[config.mk]
export PLATFORM = sky130hd
export DESIGN_NAME = port_owner_router
export DESIGN_NICKNAME = d
export VERILOG_FILES = /design/src/rtl/port_owner_pkg.sv /design/src/rtl/porto_rst_arb.sv /design/src/rtl/porto_cfg_fsm.sv /design/src/rtl/porto_port_fsm.sv /design/src/rtl/port_owner_router.sv
export SDC_FILE = /design/constraint.sdc
export NUM_CORES = 1
export LEC_CHECK = 0
export BUFFER_PORTS_ARGS = -buffer_cell sky130_fd_sc_hd__buf_2
export CAP_MARGIN = 20
export CORE_MARGIN = 5
export CORE_UTILIZATION = 38
export CTS_CLUSTER_DIAMETER = 150
export DETAILED_ROUTE_END_ITERATION = 7
export HOLD_SLACK_MARGIN = 0.12
export PLACE_DENSITY = 0.82
export SLEW_MARGIN = 0
export SYNTH_ARGS = -nofsm -noshare
export SYNTH_HDL_FRONTEND = slang
export SYNTH_SLANG_ARGS = --single-unit
[constraint.sdc]
create_clock -name clk -period 1.4 [get_ports clk]
set_input_delay 0.14 -clock clk [delete_from_list [all_inputs] [get_ports clk]]
set_output_delay 0.14 -clock clk [all_outputs]
set_load 0.02 [all_outputs]
[src/rtl/port_owner_pkg.sv]
package port_owner_pkg;
    typedef enum logic {
        CFG_OFF = 1'b0,
        CFG_ON  = 1'b1
    } cfg_state_e;

    typedef enum logic {
        OWN_HS   = 1'b0,
        OWN_COMP = 1'b1
    } own_state_e;

    typedef enum logic [1:0] {
        RC_NONE = 2'd0,
        RC_SOFT = 2'd1,
        RC_CORE = 2'd2,
        RC_WAKE = 2'd3
    } rst_cause_e;
endpackage

[src/rtl/porto_rst_arb.sv]
module porto_rst_arb
    import port_owner_pkg::*;
(
    input  logic       soft_rst,
    input  logic       core_rst,
    input  logic       wake_rst,
    output rst_cause_e cause_o
);
    // Priority: soft reset, then main domain, then wake.
    always_comb begin
        if (soft_rst)      cause_o = RC_SOFT;
        else if (core_rst) cause_o = RC_CORE;
        else if (wake_rst) cause_o = RC_WAKE;
        else               cause_o = RC_NONE;
    end
endmodule

[src/rtl/porto_cfg_fsm.sv]
module porto_cfg_fsm
    import port_owner_pkg::*;
(
    input  logic       clk,
    input  logic       stby_rst_n,
    input  rst_cause_e cause,
    input  logic       wr_en,
    input  logic       wr_val,
    output logic       cfg_on_o,
    output logic       cfg_rise_o
);
    cfg_state_e state_q, state_d;

    always_comb begin
        state_d = state_q;
        unique case (state_q)
            CFG_OFF: if (wr_en && wr_val)  state_d = CFG_ON;   // configure
            CFG_ON:  if (wr_en && !wr_val) state_d = CFG_OFF;  // release
            default: state_d = CFG_OFF;
        endcase
        if (cause == RC_SOFT) state_d = CFG_OFF;               // soft reset
    end

    always_ff @(posedge clk or negedge stby_rst_n) begin
        if (!stby_rst_n) state_q <= CFG_OFF;
        else             state_q <= state_d;
    end

    always_comb begin
        cfg_on_o   = (state_q == CFG_ON);
        cfg_rise_o = (state_q == CFG_OFF) && (state_d == CFG_ON);
    end

    AST_SOFT_CLEARS_FLAG: assert property (@(posedge clk) disable iff (!stby_rst_n)
        (cause == RC_SOFT) |=> (state_q == CFG_OFF)) else $error("flag");
endmodule

[src/rtl/porto_port_fsm.sv]
module porto_port_fsm
    import port_owner_pkg::*;
(
    input  logic       clk,
    input  logic       stby_rst_n,
    input  rst_cause_e cause,
    input  logic       cfg_on,
    input  logic       cfg_rise,
    input  logic       conn_evt,
    input  logic       disc_evt,
    input  logic       wr_en,
    input  logic       wr_val,
    output logic       owner_o,
    output logic       hs_sel_o,
    output logic       comp_sel_o,
    output logic       hs_conn_o,
    output logic       comp_conn_o,
    output logic       hs_disc_o,
    output logic       comp_disc_o
);
    own_state_e state_q, state_d;

    always_comb begin
        state_d = state_q;
        if (cause == RC_SOFT)            state_d = OWN_COMP;  // soft reset
        else if (cfg_rise)               state_d = OWN_HS;    // claim-all
        else if (cfg_on && disc_evt)     state_d = OWN_HS;    // hand-back
        else if (cfg_on && wr_en) begin                       // software write
            unique case (wr_val)
                1'b0:    state_d = OWN_HS;
                1'b1:    state_d = OWN_COMP;
                default: state_d = state_q;
            endcase
        end
    end

    always_ff @(posedge clk or negedge stby_rst_n) begin
        if (!stby_rst_n) state_q <= OWN_COMP;
        else             state_q <= state_d;
    end

    always_comb begin
        owner_o     = (state_q == OWN_COMP);
        hs_sel_o    = cfg_on && (state_q == OWN_HS);
        comp_sel_o  = !hs_sel_o;
        hs_conn_o   = conn_evt && hs_sel_o;
        comp_conn_o = conn_evt && !hs_sel_o;
        hs_disc_o   = disc_evt && hs_sel_o;
        comp_disc_o = disc_evt && !hs_sel_o;
    end

    AST_DISC_HANDBACK: assert property (@(posedge clk) disable iff (!stby_rst_n)
        (cause != RC_SOFT && cfg_on && disc_evt) |=> (state_q == OWN_HS)) else $error("disc");
    AST_WRITE_LOCKED: assert property (@(posedge clk) disable iff (!stby_rst_n)
        (cause == RC_NONE && !cfg_on && !cfg_rise) |=> $stable(state_q)) else $error("lock");
    AST_HS_EVT_HIDDEN: assert property (@(posedge clk) disable iff (!stby_rst_n)
        (cfg_on && state_q == OWN_HS) |-> !(comp_conn_o || comp_disc_o)) else $error("steer");
endmodule

[src/rtl/port_owner_router.sv]
module port_owner_router
    import port_owner_pkg::*;
#(
    parameter int NUM_PORTS = 4
) (
    input  logic                 clk,
    input  logic                 stby_rst_n,
    input  logic                 core_rst,
    input  logic                 wake_rst,
    input  logic                 hc_soft_rst,
    input  logic                 cfg_wr_en,
    input  logic                 cfg_wr_val,
    input  logic [NUM_PORTS-1:0] own_wr_en,
    input  logic [NUM_PORTS-1:0] own_wr_val,
    input  logic [NUM_PORTS-1:0] port_conn,
    input  logic [NUM_PORTS-1:0] port_disc,
    output logic                 cfg_flag_o,
    output logic [NUM_PORTS-1:0] owner_o,
    output logic [NUM_PORTS-1:0] hs_sel_o,
    output logic [NUM_PORTS-1:0] comp_sel_o,
    output logic [NUM_PORTS-1:0] hs_conn_o,
    output logic [NUM_PORTS-1:0] comp_conn_o,
    output logic [NUM_PORTS-1:0] hs_disc_o,
    output logic [NUM_PORTS-1:0] comp_disc_o
);
    localparam logic [NUM_PORTS-1:0] ALL_COMP = '1;

    rst_cause_e cause;
    logic       cfg_on;
    logic       cfg_rise;

    porto_rst_arb u_arb (
        .soft_rst (hc_soft_rst),
        .core_rst (core_rst),
        .wake_rst (wake_rst),
        .cause_o  (cause)
    );

    porto_cfg_fsm u_cfg (
        .clk        (clk),
        .stby_rst_n (stby_rst_n),
        .cause      (cause),
        .wr_en      (cfg_wr_en),
        .wr_val     (cfg_wr_val),
        .cfg_on_o   (cfg_on),
        .cfg_rise_o (cfg_rise)
    );

    for (genvar p = 0; p < NUM_PORTS; p++) begin : g_port
        porto_port_fsm u_port (
            .clk         (clk),
            .stby_rst_n  (stby_rst_n),
            .cause       (cause),
            .cfg_on      (cfg_on),
            .cfg_rise    (cfg_rise),
            .conn_evt    (port_conn[p]),
            .disc_evt    (port_disc[p]),
            .wr_en       (own_wr_en[p]),
            .wr_val      (own_wr_val[p]),
            .owner_o     (owner_o[p]),
            .hs_sel_o    (hs_sel_o[p]),
            .comp_sel_o  (comp_sel_o[p]),
            .hs_conn_o   (hs_conn_o[p]),
            .comp_conn_o (comp_conn_o[p]),
            .hs_disc_o   (hs_disc_o[p]),
            .comp_disc_o (comp_disc_o[p])
        );
    end

    assign cfg_flag_o = cfg_on;

    AST_SOFT_RESET_STATE: assert property (@(posedge clk) disable iff (!stby_rst_n)
        hc_soft_rst |=> (!cfg_flag_o && owner_o == ALL_COMP)) else $error("soft");
    AST_CORE_HOLD: assert property (@(posedge clk) disable iff (!stby_rst_n)
        (core_rst && !hc_soft_rst && !cfg_wr_en && own_wr_en == '0 && port_disc == '0)
        |=> ($stable(cfg_flag_o) && $stable(owner_o))) else $error("core");
    AST_WAKE_HOLD: assert property (@(posedge clk) disable iff (!stby_rst_n)
        (wake_rst && !hc_soft_rst && !cfg_wr_en && own_wr_en == '0 && port_disc == '0)
        |=> ($stable(cfg_flag_o) && $stable(owner_o))) else $error("wake");
    AST_CLAIM_ALL: assert property (@(posedge clk) disable iff (!stby_rst_n)
        $rose(cfg_flag_o) |-> (owner_o == '0)) else $error("claim");
    AST_UNCFG_ROUTE: assert property (@(posedge clk) disable iff (!stby_rst_n)
        !cfg_flag_o |-> (hs_conn_o == '0 && hs_disc_o == '0)) else $error("route");
endmodule

Yosys cells after proc, flatten, opt, wreduce, memory -nomap -nowiden
Index checks and enable logic that the tools add are counted.
W data, S select, Z words.

storage, ports and cells
  flip-flop bits (word level) = 5
  input port bits = 23
  logic and storage cells = 82

cells by class
  equal/unequal tests = 1
  mux-type cells = 27
  bitwise operators = 9
  reduce and logical (&&, ||, !) cells = 40

operators by type and width
  kind                  count
  $logic_and A1 B1 Y1   31
  $mux W1               19
  $reduce_bool A4 Y1    4
  $pmux W1 S2           5
  $not A1 Y1            9
  $mux W2               3
  $logic_not A1 Y1      5
  $eq A2 B1 Y1 const B  1

Logic depth before layout (Yosys ltp)
  word-level depth = 8
  mapped depth = 4
  mapped depth without buffers = 3

Modules after synthesis
From an unflattened synthesis, not the netlist that was laid out.

second synthesis, totals
  cells, all modules = 62
  area total of the unflattened synthesis = 496.7 um2

by module, submodules not included
  module          times used  cells an instance  area each (um2)
  porto_port_fsm  4           13                 102.6
  porto_cfg_fsm   1           6                  67.6
  porto_rst_arb   1           4                  18.8

Worst setup path after synthesis
No wires, ideal clock.

  path kind = reg2out
  start point = register u_cfg.state_q, in the netlist u_cfg.cfg_on_o
  end point = output port comp_conn_o[0]
  data arrival time = 1114 ps
  required time = 1260 ps
  slack = 146 ps
  stages on the path, launching flop included = 5
  cell sequence = dfrtp_1 -> clkbuf_2 -> nand2_1 -> and2_1 -> buf_4

on the way
  longest elaborated chain between the ends = 3

ends and longest elaborated chain
  element                          line                     source
  from (decl)                      porto_cfg_fsm.sv:12      cfg_state_e state_q, state_d;
  from (signal assigned)           porto_cfg_fsm.sv:26      else state_q <= state_d;
  $logic_and A1 B1 Y1              porto_port_fsm.sv:44     hs_sel_o = cfg_on && (state_q == OWN_HS);
  $logic_not A1 Y1                 -
  via g_port[0].u_port.comp_sel_o  porto_port_fsm.sv:15     output logic comp_sel_o,
  $logic_and A1 B1 Y1              porto_port_fsm.sv:47     comp_conn_o = conn_evt && !hs_sel_o;
  to (decl)                        port_owner_router.sv:22  output logic [NUM_PORTS-1:0] comp_conn_o,

The timed path passes the listed nets, and every way through them passes these cells.

Worst setup path in the final report
  start point = register u_cfg.state_q, in the netlist u_cfg.cfg_on_o
  end point = output port hs_disc_o[1]

on the way
  longest elaborated chain between the ends = 2

ends and longest elaborated chain
  element              line                     source
  $logic_and A1 B1 Y1  porto_port_fsm.sv:44
  $logic_and A1 B1 Y1  porto_port_fsm.sv:48     hs_disc_o = disc_evt && hs_sel_o;
  to (decl)            port_owner_router.sv:23  output logic [NUM_PORTS-1:0] hs_disc_o,

Every way passes these cells.

==> impl_metrics.yaml <==
worst_setup_path:
  cp_max_fo: 8
  critical_path.top_delay_family: "simple AND/OR/NAND/NOR gates"
  setup.worst_path.class: "reg -> out"
  worst_ep_required_time_ps: 1260
  critPathArrivalTime_ps: 1280
  cp-end-kind: "output pin"
  crit_path_start_kind: "flop"
  cp_num_buf_inv: 2
  cp_slowest_cell: "dfrtp_2"
  max_stage_delay_ps: 420
  path_cells: "or2b_1, inv_2, and2_4, buf_6"
outcome:
  violations: "negative setup slack"
  status: "complete, but fails checks"
sta:
  period_minus_slack_ps: 1420
  post-route-period-util_pct: 102
  setup_viol: 6
  slew_headroom_pct: 77.1
  holdWs_ps: 162
  timing.fmax_mhz: 704
  finClkSkew_ps: 0.759
  rsz0062_at_grt: "true"
  worstMarginPinSlew_ps: 339
  hold_violations: 0
  fin_ws_ps: -21.3
  drv_slew: 0
synth:
  yosysSeqAreaShare_pct: 20.4
  synth_fp_nets: 105
  syn_area_per_cell_um2: 7.77
  ys_types: 21
  synth_area_um2: 637
  ys_warn_count: 0
  syn_inst: 82
  synth_seq_cells: 5
floorplanning:
  core_area_um2: 1540
  fp.dieW_um: 50.9
  row_count: 14
  start_util_pct: 41.3
  dieArea_um2: 2590
  io_pins: 52
  die_h_um: 50.9
grt:
  grt_pass1_vias: 611
  grt_max_degree: 11
  antenna_found_initial: 0
  grt_usage_pct: 12.2
  grt_overflow_total: 0
  grt_pass1_wl_mm: 2.48
placement:
  hpwl_mm: 1.30
  place.gp.congestion: 0.637
  io_buffers: 49
route:
  dr_total_vias: 582
  first_pass_iters: 4
  wl_mm: 1.61
  routed_via_density: 4.58
  wl_per_cell_um: 12.7
  drc_errors: 0
  antenna_left: 0
  first_iter_violations: 6
cts:
  cts.sinks: 5
  cts_tree: "yes"
  clock_path_buffers: 2
  cts_root_buf: "clkbuf_4"
  h-tree-depth: 1
  insertion_delay_ps: 240
  clkTransAtPathRegs_ps: 50
  cts_made_buffers: 3
power_and_ir_drop:
  total_power_w: 0.000579
  irDropWorstVdd_mv: 0.319
  pwr_density_cell_nw_per_um2: 686
  power_leakage_nw: 0.488
finish:
  antennaDiodeCount: 0
  final_util_pct: 54.7
  drive_gt1_share_pct: 65.8
  fillers: 143
  seqCellArea_um2: 131
  fin_nets: 135
  syn_to_final_growth_pct: 32.4
  multi_input_comb_area_um2: 285
job:
  drv_cap: 0
hold_path:
  hold_path_class: "in -> reg"
==> layout make-up <==
type,count,area share (%)
multi-input cells,40,33.8
repair buffers,54,41.2
inverters,8,3.86
flip-flops and latches,5,15.6
well taps,16,2.37
clock buffers,4,3.12
==> flip-flops by register name (all words and copies together) (netlist names) <==
name,flops
g_port.u_port.owner_o,4
u_cfg.cfg_on_o,1
==> path summary, 6_finish.rpt <==
kind                                                        end                                 start  slack (ps)  depth (start not counted)
setup / recovery                                   hs_disc_o[1]              u_cfg.cfg_on_o$_DFF_PN0_         -20                          4
hold / removal             g_port[1].u_port.owner_o$_DFFE_PN1P_                          port_disc[1]         160                          2
setup reg to reg           g_port[0].u_port.owner_o$_DFFE_PN1P_              u_cfg.cfg_on_o$_DFF_PN0_         290                          3
hold reg to reg            g_port[1].u_port.owner_o$_DFFE_PN1P_  g_port[1].u_port.owner_o$_DFFE_PN1P_         590                          2
max in group asynchronous  g_port[3].u_port.owner_o$_DFFE_PN1P_                            stby_rst_n         940                          2
min in group asynchronous              u_cfg.cfg_on_o$_DFF_PN0_                            stby_rst_n         250                          2
==> stage by stage <==
| stage | setup WS, ps | instances | TNS [ps] | cell area, um2 |
|---|---|---|---|---|
| after floorplan | 146 | 82 | 0 | 637 |
| after global placement | 196 | 119 | 0 | 694 |
| after detailed placement | 147 | 119 | 0 | 694 |
| after CTS | -14.7 | 127 | -47.8 | 815 |
| after global routing | -68.9 | 127 | -518 | 843 |
| final | -21.3 | 127 | -67.3 | 843 |
==> cell usage after synthesis (all sizes together) <==
| master | count | area, um2 |
|---|---|---|
| dfrtp | 1 | 25.0 |
| clkbuf | 1 | 5.00 |
| and2 | 12 | 75.1 |
| nand2b | 1 | 6.26 |
| nand3 | 1 | 5.00 |
| nand2 | 6 | 22.5 |
| inv | 8 | 30.0 |
| and3 | 4 | 25.0 |
| o311ai | 1 | 8.76 |
| mux2 | 2 | 30.0 |
| nor3b | 1 | 7.51 |
| a31oi | 1 | 6.26 |
| a31o | 2 | 17.5 |
| buf | 28 | 210 |
| o31ai | 1 | 7.51 |
| dfstp | 4 | 105 |
| a21oi | 2 | 10.0 |
| o21ai | 3 | 15.0 |
| mux2i | 1 | 10.0 |
| or2b | 2 | 15.0 |
==> cell families (layout without fill, tap and decap cells) <==
family	Yosys count	in the layout	synth area share, %
buffers and inverters	37	66	38.5
muxes	3	3	6.29
AOI/OAI and AO/OA	10	10	10.2
DFF	5	5	20.4
and+or+nand+nor	27	27	24.6
==> cell usage in the layout (no fill, tap or decap), types with 3 or more instances in the layout <==
| cell | n |
|---|---|
| and2_4 | 7 |
| inv_1 | 6 |
| nand2_1 | 5 |
| and2_1 | 5 |
| and3_1 | 4 |
| buf_6 | 8 |
| dlygate4sd3_1 | 3 |
| buf_2 | 38 |
| dfstp_2 | 4 |
| buf_4 | 5 |
| clkbuf_4 | 3 |
| o21ai_0 | 3 |
==> power breakdown <==
| group | switching (W) | internal [W] | total [W] |
|---|---|---|---|
| combinational | 0.000118 | 0.000112 | 0.000229 |
| clock | 0.0000643 | 0.000108 | 0.000172 |
| sequential | 0.0000104 | 0.000166 | 0.000177 |
==> what timing repair did <==
item / CTS / global route
endpoints found under the setup margin: 12 / 12
endpoints found under the hold margin: 7 / 0
pin swaps: 8 / 1
hold buffers: 3 / 0
setup buffers: 1 / 0
gates resized for setup: 22 / 10
gates cloned: 0 / 0
==> metal layers <==
| layer | vias to the layer above | GRT usage (%) | wire, um | part of all wire (%) |
|---|---|---|---|---|
| li1 | 294 | - | - | - |
| met1 | 263 | 12.0 | 561 | 35 |
| met2 | 23 | 22.7 | 932 | 58 |
| met3 | 2 | 2.91 | 109 | 6.8 |
| met4 | 0 | 6.81 | 8 | 0.50 |
| met5 | - | 0 | 0 | 0 |
(Power assumes the default switching activity.)
